--- config.mk ---
export PLATFORM = sky130hd
export DESIGN_NAME = tmr_capture2
export DESIGN_NICKNAME = d
export VERILOG_FILES = /design/src/rtl/cap_pkg.sv /design/src/rtl/cap_edge_det.sv /design/src/rtl/cap_channel.sv /design/src/rtl/tmr_capture2.sv
export SDC_FILE = /design/constraint.sdc
export NUM_CORES = 1
export LEC_CHECK = 0
export ABC_AREA = 0
export BUFFER_PORTS_ARGS = -buffer_cell sky130_fd_sc_hd__buf_2
export CORE_MARGIN = 3
export CORE_UTILIZATION = 38
export DETAILED_ROUTE_END_ITERATION = 7
export PLACE_DENSITY = 0.65
export SLEW_MARGIN = 20
export SYNTH_ARGS = -nofsm -noshare
export SYNTH_HDL_FRONTEND = slang
export SYNTH_SLANG_ARGS = --single-unit
--- constraint.sdc ---
create_clock -name clk -period 3.6 [get_ports clk]
set_clock_uncertainty 0.1 [all_clocks]
set_input_delay 0.18 -clock clk [delete_from_list [all_inputs] [get_ports clk]]
set_output_delay 0.18 -clock clk [all_outputs]
set_load 0.05 [all_outputs]
--- src/rtl/cap_pkg.sv ---
package cap_pkg;
  localparam int unsigned DATA_W = 8;
  localparam int unsigned ADDR_W = 2;
  localparam int unsigned NUM_CH = 2;
  localparam logic [ADDR_W-1:0] OFS_CSR  = 2'd0;
  localparam logic [ADDR_W-1:0] OFS_CAP1 = 2'd1;
  localparam logic [ADDR_W-1:0] OFS_CAP2 = 2'd2;
  // control/status field positions, decoded by software
  localparam int unsigned POL_LSB = 4;
  localparam int unsigned IEN_LSB = 2;
  localparam int unsigned FLG_LSB = 0;
endpackage

--- src/rtl/cap_edge_det.sv ---
module cap_edge_det #(
  parameter int unsigned STAGES = 2
) (
  input  logic clk,
  input  logic rst_n,
  input  logic pin,
  input  logic pol,
  output logic evt
);
  logic [STAGES-1:0] sync_q, sync_d;
  logic              prev_q;

  always_comb begin
    sync_d = {sync_q[STAGES-2:0], pin};
  end

  always_ff @(posedge clk or negedge rst_n) begin
    if (!rst_n) begin
      sync_q <= '0;
      prev_q <= 1'b0;
    end else begin
      sync_q <= sync_d;
      prev_q <= sync_q[STAGES-1];
    end
  end

  assign evt = (sync_q[STAGES-1] != prev_q) && (sync_q[STAGES-1] == pol);
endmodule

--- src/rtl/cap_channel.sv ---
module cap_channel #(
  parameter int unsigned W      = 8,
  parameter int unsigned STAGES = 2
) (
  input  logic         clk,
  input  logic         rst_n,
  input  logic         pin,
  input  logic         pol,
  input  logic         clr,
  input  logic [W-1:0] cnt,
  output logic         evt,
  output logic         flag,
  output logic [W-1:0] data
);
  logic         flag_d;
  logic [W-1:0] data_d;

  cap_edge_det #(.STAGES(STAGES)) u_edge (
    .clk(clk), .rst_n(rst_n), .pin(pin), .pol(pol), .evt(evt)
  );

  always_comb begin
    flag_d = flag;
    data_d = data;
    if (clr) flag_d = 1'b0;
    if (evt) begin
      flag_d = 1'b1;
      data_d = cnt;
    end
  end

  always_ff @(posedge clk or negedge rst_n) begin
    if (!rst_n) begin
      flag <= 1'b0;
      data <= '0;
    end else begin
      flag <= flag_d;
      if (evt) data <= data_d;
    end
  end
endmodule

--- src/rtl/tmr_capture2.sv ---
module tmr_capture2
  import cap_pkg::*;
#(
  parameter int unsigned SYNC_STAGES = 2
) (
  input  logic              clk,
  input  logic              rst_n,
  input  logic [ADDR_W-1:0] addr,
  input  logic              wr_en,
  input  logic              rd_en,
  input  logic [DATA_W-1:0] wdata,
  output logic [DATA_W-1:0] rdata,
  input  logic [DATA_W-1:0] cnt_val,
  input  logic [NUM_CH-1:0] cap_pin,
  output logic              irq
);
  logic [NUM_CH-1:0]             pol_q, pol_d;
  logic [NUM_CH-1:0]             ien_q, ien_d;
  logic [NUM_CH-1:0]             cap_evt;
  logic [NUM_CH-1:0]             flag_q;
  logic [NUM_CH-1:0][DATA_W-1:0] cap_data;
  logic                          csr_wr, csr_rd;

  assign csr_wr = wr_en && (addr == OFS_CSR);
  assign csr_rd = rd_en && (addr == OFS_CSR);

  for (genvar c = 0; c < NUM_CH; c++) begin : g_ch
    cap_channel #(.W(DATA_W), .STAGES(SYNC_STAGES)) u_ch (
      .clk(clk), .rst_n(rst_n), .pin(cap_pin[c]), .pol(pol_q[c]),
      .clr(csr_rd), .cnt(cnt_val), .evt(cap_evt[c]),
      .flag(flag_q[c]), .data(cap_data[c])
    );
  end

  always_comb begin
    pol_d = pol_q;
    ien_d = ien_q;
    if (csr_wr) begin
      pol_d = wdata[POL_LSB +: NUM_CH];
      ien_d = wdata[IEN_LSB +: NUM_CH];
    end
  end

  always_ff @(posedge clk or negedge rst_n) begin
    if (!rst_n) begin
      pol_q <= '0;
      ien_q <= '0;
    end else if (csr_wr) begin
      pol_q <= pol_d;
      ien_q <= ien_d;
    end
  end

  always_comb begin
    rdata = '0;
    if (rd_en) begin
      case (addr)
        OFS_CSR: begin
          rdata[POL_LSB +: NUM_CH] = pol_q;
          rdata[IEN_LSB +: NUM_CH] = ien_q;
          rdata[FLG_LSB +: NUM_CH] = flag_q;
        end
        OFS_CAP1: rdata = cap_data[0];
        OFS_CAP2: rdata = cap_data[1];
        default:  rdata = '0;
      endcase
    end
  end

  assign irq = |(flag_q & ien_q);
endmodule

; Word level (Yosys, flattened, before mapping)
; Index checks and enable logic that the tools add are counted.
[op_classes]
add_sub_neg = 0
n_mul = 0
n_div = 0
order_cmp = 0
n_eq_ne = 6
shift = 0
mux = 6
n_bitwise = 1
reduce_logical = 8
[ops]
columns = cell, n
row1 = case mux 6 bit (3 select lines), 1
row2 = 2-to-1 mux 8 bit, 1
row3 = logical AND 1 bit, 4
row4 = case mux 2 bit (2 select lines), 1
row5 = nonzero test 2 bit, 2
row6 = 2-to-1 mux 1 bit, 3
row7 = AND 2 bit, 1
row8 = == test 1 bit, 2
row9 = == test 2 x 1 -> 1 bit (second input constant), 1
row10 = == test 2 bit (second input constant), 1
row11 = zero test 2 bit, 1
row12 = inequality test 1 bit, 2
row13 = OR reduction 2 bit, 1
[totals]
reg_bits = 28
latch_bits = 0
ramBits = 0
rom_bits = 0
inputBits = 24
out_inout_bits = 9
word_cells = 31
memories = 0

; Logic depth before layout (Yosys ltp)
; Gate-level depths: netlist (run 1).
[logic_depth]
word_depth = 4
depth_mapped = 6
mapped_depth_nobuf = 5

; Modules after synthesis
; Synthesis (run 1) repeated with hierarchy kept, for this count alone.
[hier_totals]
hier_cells = 89
hier_area_um2 = 1301.2
[by_module_without_submodules]
columns = module, n_inst, cells_each, area_each_um2, seq_area_each_um2
row1 = cap_channel, 2, 20, 369.1, 225.2
row2 = tmr_capture2, 1, 37, 367.9, 100.1
row3 = cap_edge_det, 2, 6, 97.6, 75.1

; Least setup slack after synthesis (run 1)
; OpenSTA, ideal clock, no wires.
[synth_timing]
path_kind = reg2out
from = register pol_q[1]
to = output port rdata[5]
arrival_ns = 1.398
required_time_ns = 3.320
path_slack_ns = 1.922
stages_incl_launch_ff = 5
n_path_buf = 2
path_cell_list = dfrtp_1 -> buf_6 -> buf_2 -> a222oi_1 -> nor2_1
[synth_via]
elab_chain_len = 2
[synth_lines]
columns = item, line
row1 = from (decl), tmr_capture2.sv:17  ; logic [NUM_CH-1:0] pol_q, pol_d;
row2 = from (signal assigned), tmr_capture2.sv:49  ; pol_q <= pol_d;
row3 = case mux 6 bit (3 select lines), tmr_capture2.sv:57  ; case (addr)
row4 = 2-to-1 mux 8 bit, tmr_capture2.sv:56  ; if (rd_en) begin
row5 = to (decl), tmr_capture2.sv:12  ; output logic [DATA_W-1:0] rdata,
; Every way passes these cells.

; Worst setup path in the final report (run 1)
; Ends and elaborated chain as after synthesis.

==> impl_metrics.env, run 1 <==
export IMPL_arrival_ns=1.86
export IMPL_initial_core_util_pct=40.77
export IMPL_yosysMostFrequentCell="dfrtp_1"
export IMPL_diodes=0
export IMPL_postCtsSetupBuffers=0
export IMPL_critPathCaptureType="primary output"
export IMPL_clock_sinks=28
export IMPL_crit_type="flop to primary output"
export IMPL_slew_headroom_pct=43.41
export IMPL_period_share_pct=59.57
export IMPL_clk_pin_slew_ns=0.10
export IMPL_cap_viol_max_count=0
export IMPL_gp_congestion=0.8975
export IMPL_min_to="pol_q[1]$_DFFE_PN0P_"
export IMPL_max_freq_ghz=0.4663
export IMPL_status="finished, final reports clean"
export IMPL_hp_start="wdata[5]"
export IMPL_cellPowerDensity_nw_per_um2=563.0
export IMPL_cts_path_max_buffers=2
export IMPL_num_vias=1524
export IMPL_r2r_start="pol_q[1]$_DFFE_PN0P_"
export IMPL_ios=33
export IMPL_ys_warn_count=0
export IMPL_ctsRootBufferMaster="clkbuf_8"
export IMPL_r2r_setup_slack_ns=1.63
export IMPL_synth_seq_cells=28
export IMPL_worst_pin_slew_ns=0.8489
export IMPL_crit_path_start_kind="flop"
export IMPL_synth_area_leaders="dfrtp_1 (42%), a211oi_1 (6.3%), nand3b_1 (6.3%), o22ai_1 (6.0%), o31ai_1 (5.4%)"
export IMPL_post_dp_hpwl_um=3170
export IMPL_area_growth_pct=9.396
export IMPL_die_area_um2=5249
export IMPL_dp_cells=228
export IMPL_cp_max_fo=29
export IMPL_via_per_inst=6.485
export IMPL_vdd_drop_max_uv=256.2
export IMPL_layout_nets=214
export IMPL_crit_start="pol_q[1]$_DFFE_PN0P_"
export IMPL_grt_pass1_vias=1417
export IMPL_clock_latency_ns=0.28
export IMPL_drtIter0Drc=192
export IMPL_power_uw=1033
export IMPL_r2r_cells=3
export IMPL_syn_num_nets=199
export IMPL_yosysSeqAreaShare_pct=41.76
export IMPL_finalHoldViolCount=0
export IMPL_cp_required_ns=3.32
export IMPL_numCtsBuffers=3
export IMPL_antenna_found_initial=0
export IMPL_slew_viol_final=0
export IMPL_setup_slack_ns=1.455
export IMPL_syn_area_um2=1678
export IMPL_grt_util_all_layers_pct=17.26
export IMPL_coreArea_um2=4115
export IMPL_yosysTopAreaCellShare_pct=41.76
export IMPL_grt_setup_unrepaired="false"
export IMPL_drive_gt1_share_pct=20.00
export IMPL_die_y_um=72.45
export IMPL_finalWirelength_um=4426
export IMPL_async_flop_share_pct=100.0
export IMPL_r2r_end="g_ch[1].u_ch.data[6]$_DFFE_PN0P_"
export IMPL_synthTopCellsByCount="dfrtp_1 (28), o22ai_1 (16), a211oi_1 (14), nand3b_1 (14), nor3_1 (14)"
export IMPL_synth_edff_count=0
export IMPL_hold_depth=2
export IMPL_setup_violations_final=0
export IMPL_cts_tree="done"
export IMPL_hp_class="input pin to flop"
export IMPL_drc_errors=0
export IMPL_synth_area_per_cell_um2=9.812
export IMPL_grt_overflow=0
export IMPL_htree_levels=1
export IMPL_fin_setup_tns_ns=0
export IMPL_yosys_area_top_type="dfrtp_1"
export IMPL_synth_flop_cell="dfrtp_1"
export IMPL_io_buffers=28
export IMPL_rows=23
export IMPL_postRouteAntennaNets=0
export IMPL_final_min_clock_period_ns=2.145
export IMPL_die_w_um=72.45
export IMPL_grt_max_degree=30
export IMPL_ys_types=28
export IMPL_firstDrtPassIters=5
export IMPL_grt_first_pass_wirelength_um=7127
export IMPL_layout_cells_non_filler=235
export IMPL_power_leakage_uw=0.0007163
export IMPL_pre_cts_ws_ns=1.672
export IMPL_wl_per_cell_um=18.83
export IMPL_post_route_util_pct=44.60
export IMPL_synth_cells=171
cells by family after synthesis:
family | after synthesis | synth area share, %
DFF | 28 | 41.76
and+or+nand+nor | 53 | 17.82
adders and majority gates | 4 | 2.983
AOI/OAI and AO/OA | 59 | 26.55
muxes | 4 | 2.684
buffers and inverters | 23 | 8.202
worst max-delay path, stage by stage, from the launching register on:
cell,delay [ns]
dfrtp_1,0.91
a222oi_1,0.19
nor2_1,0.20
buf_2,0.29
layout by cell type, fill, tap and decap left out, drive strengths merged, types with 5 or more instances in the layout:
master,n
nor2,8
buf,28
a211oi,14
nand2,8
nand3b,14
o31ai,12
nand2b,5
dfrtp,28
a222oi,6
nor3,14
o22ai,16
metrics by stage:
step | area, um2 | hold slack, ns
after floorplan | 1678 | -0.2156
after CTS | 1836 | 0.02649
after detailed placement | 1750 | 0.1360
after global placement | 1750 | 0.1282
final | 1836 | 0.02517
after global routing | 1836 | 0.02365
cell type report:
| type | instances | area [um2] |
|---|---|---|
| Tap cell | 50 | 62.56 |
| Sequential cell | 28 | 700.7 |
| Inverter | 2 | 7.507 |
| Timing Repair Buffer | 31 | 170.2 |
| Multi-Input combinational cell | 120 | 839.6 |
| Clock buffer | 4 | 55.05 |
| Fill cell | 391 | 2280 |
worst max-delay path by stage:
stage / slack [ns] / cells after the start / to
floorplan: 1.92 / 4 / rdata[5]
global placement: 1.84 / 3 / g_ch[1].u_ch.data[2]$_DFFE_PN0P_
detailed placement: 1.67 / 3 / g_ch[1].u_ch.data[6]$_DFFE_PN0P_
CTS: 1.49 / 3 / rdata[5]
global route: 1.38 / 3 / rdata[5]
finish: 1.46 / 3 / rdata[5]
layer usage:
| layer | up-vias | part of all wire (%) | wire [um] | track usage, % |
|---|---|---|---|---|
| met3 | 8 | 6.6 | 290 | 3.740 |
| met4 | 0 | 1.2 | 52 | 3.689 |
| li1 | 697 | - | - | - |
| met1 | 762 | 45 | 1990 | 24.87 |
| met2 | 57 | 47 | 2093 | 26.69 |
| met5 | - | 0 | 0 | 0 |
state kept, by name, summed over array words and instances, names as in the netlist:
register                 count
g_ch.u_ch.u_edge.prev_q      2
g_ch.u_ch.flag               2
g_ch.u_ch.data              16
g_ch.u_ch.u_edge.sync_q      4
pol_q                        2
ien_q                        2
power breakdown:
group	switching [uW]	internal (uW)	total, uW
Clock	101	98.1	199
Combinational	160	144	304
Sequential	131	399	531
timing repair:
| action | CTS | global route |
|---|---|---|
| hold buffers | 3 | 0 |
| gates resized for setup | 0 | 0 |
| hold endpoints to repair | 30 | 0 |
No activity file was read; power rests on OpenSTA's default activity.
==> run 2: changes to the inputs <==
Settings changed: PLACE_DENSITY 0.65 to 0.67.
Clock period 3.6 ns to 1.9 ns, I/O delays scaled along.
==> run 2 against run 1 <==
  * Via count decreased by 3.4%
  * Final cell count grew 6.0%
  * Global-route usage decreased by 1.1 points
  * Routed wire length fell by 8.8%
  * Sequential power increased by 81%
  * Clock power grew 89%
  * Sequential share of layout area fell by 2.2 points
  * Setup slack got worse by 1.3 ns
  * Non-clock buffer count is 14 higher
  * Count of clock-buffer cells in the layout stayed put
  * Core utilization increased by 2.8 points
  * Largest cell class unchanged
==> impl_metrics.env, run 2 (synthesis gave the netlist of run 1 again) <==
export IMPL_grt_util_all_layers_pct=16.17
export IMPL_drc_errors=0
export IMPL_rows=23
export IMPL_num_vias=1472
export IMPL_arrival_ns=1.55
export IMPL_grt_overflow=0
export IMPL_grt_setup_unrepaired="false"
export IMPL_ctsRootBufferMaster="clkbuf_8"
export IMPL_antenna_found_initial=0
export IMPL_mostFrequentLayoutCells="buf_2 (28), dfrtp_1 (27), o22ai_1 (16)"
export IMPL_vdd_drop_max_uv=525.8
export IMPL_gp_congestion=0.7767
export IMPL_pre_cts_ws_ns=0.3539
export IMPL_cts_tree="done"
export IMPL_postRouteAntennaNets=0
export IMPL_final_min_clock_period_ns=1.747
export IMPL_critPathCaptureType="primary output"
export IMPL_die_area_um2=5249
export IMPL_htree_levels=1
export IMPL_drtIter0Drc=114
export IMPL_die_y_um=72.45
export IMPL_final_common_cell="buf_2"
export IMPL_post_dp_hpwl_um=2953
export IMPL_cp_required_ns=1.70
export IMPL_largest_reg_flops=16
export IMPL_dpl_instance_area_um2=1826
export IMPL_diodes=0
export IMPL_initial_core_util_pct=40.77
export IMPL_fin_setup_tns_ns=0
export IMPL_layout_cells_non_filler=249
export IMPL_layout_nets=228
export IMPL_hp_start="rd_en"
export IMPL_grt_first_pass_wirelength_um=6575
export IMPL_finalWirelength_um=4035
export IMPL_status="finished, final reports clean"
export IMPL_drive_gt1_share_pct=24.12
export IMPL_firstDrtPassIters=4
export IMPL_setup_slack_ns=0.1533
export IMPL_r2r_start="g_ch[1].u_ch.u_edge.prev_q$_DFF_PN0_"
export IMPL_grt_pass1_vias=1317
export IMPL_power_leakage_uw=0.0007812
export IMPL_cellPowerDensity_nw_per_um2=1011
export IMPL_period_share_pct=91.93
export IMPL_fin_area_um2=1952
export IMPL_top_register="g_ch.u_ch.data"
export IMPL_whs_ns=0.05804
export IMPL_cp_max_fo=14
export IMPL_via_per_inst=5.912
export IMPL_area_growth_pct=16.33
export IMPL_coreArea_um2=4115
export IMPL_die_w_um=72.45
export IMPL_finalHoldViolCount=0
export IMPL_slew_headroom_pct=57.78
export IMPL_worst_pin_slew_ns=0.6332
export IMPL_slew_viol_final=0
export IMPL_dp_cells=238
export IMPL_wl_per_cell_um=16.20
export IMPL_io_buffers=28
export IMPL_crit_type="flop to primary output"
export IMPL_max_freq_ghz=0.5725
export IMPL_top_regs="g_ch.u_ch.data (16), g_ch.u_ch.u_edge.sync_q (4)"
export IMPL_hp_class="input pin to flop"
export IMPL_setup_violations_final=0
export IMPL_cap_viol_max_count=0
export IMPL_numCtsBuffers=3
export IMPL_cts_path_max_buffers=2
export IMPL_crit_path_start_kind="flop"
export IMPL_clock_latency_ns=0.28
export IMPL_crit_start="pol_q[0]$_DFFE_PN0P_"
export IMPL_clock_sinks=28
export IMPL_grt_max_degree=29
export IMPL_ios=33
export IMPL_n_fill_cell=413
export IMPL_clk_pin_slew_ns=0.09
-- run 2: path summary, 6_finish.rpt --
check / endpoint / slack, ns / depth (start not counted)
min: g_ch[0].u_ch.flag$_DFFE_PN0P_ / 0.06 / 4
max reg2reg: g_ch[1].u_ch.data[0]$_DFFE_PN0P_ / 0.34 / 3
max in group asynchronous: pol_q[0]$_DFFE_PN0P_ / 0.99 / 2
min in group asynchronous: g_ch[1].u_ch.u_edge.sync_q[0]$_DFF_PN0_ / 0.26 / 2
min reg2reg: g_ch[1].u_ch.u_edge.sync_q[1]$_DFF_PN0_ / 0.26 / 0
max: rdata[4] / 0.15 / 4
-- run 2: area by class of cell --
class	count	area (um2)	share of cell area [%]
multi-input combinational	120	839.6	43.01
timing repair buffer	45	285.3	14.62
clock buffer	4	55.05	2.821
tap	50	62.56	3.205
inverter	2	7.507	0.3846
sequential	28	701.9	35.96
-- run 2: routing by layer --
layer	routed length, um	up-vias	track usage, %
li1	-	726	-
met1	1802	703	23.56
met2	1917	39	23.56
met3	273	4	3.878
met4	42	0	5.328
met5	0	-	0
-- run 2: worst max-delay path: stages, from the launching register on --
cell      delay [ns]
dfrtp_2         0.50
buf_4           0.18
a222oi_1        0.27
nor2_1          0.09
buf_2           0.22
-- run 2: power by group --
part | switching, uW | internal (uW) | total, uW
combinational | 332 | 306 | 638
sequential | 200 | 759 | 959
clock | 190 | 186 | 376
-- run 2: metrics by stage --
stage	utilization (%)	total power (uW)
after floorplan	-	1425
after global placement	44.36	1585
after detailed placement	44.36	1598
after CTS	47.40	1990
after global routing	47.43	2097
final	47.43	1973
-- run 2: timing repair --
action	in CTS	in global routing
hold buffers	7	0
setup buffers	0	0
hold endpoints to repair	34	0
resized for setup	0	1
endpoints found under the setup margin	0	1
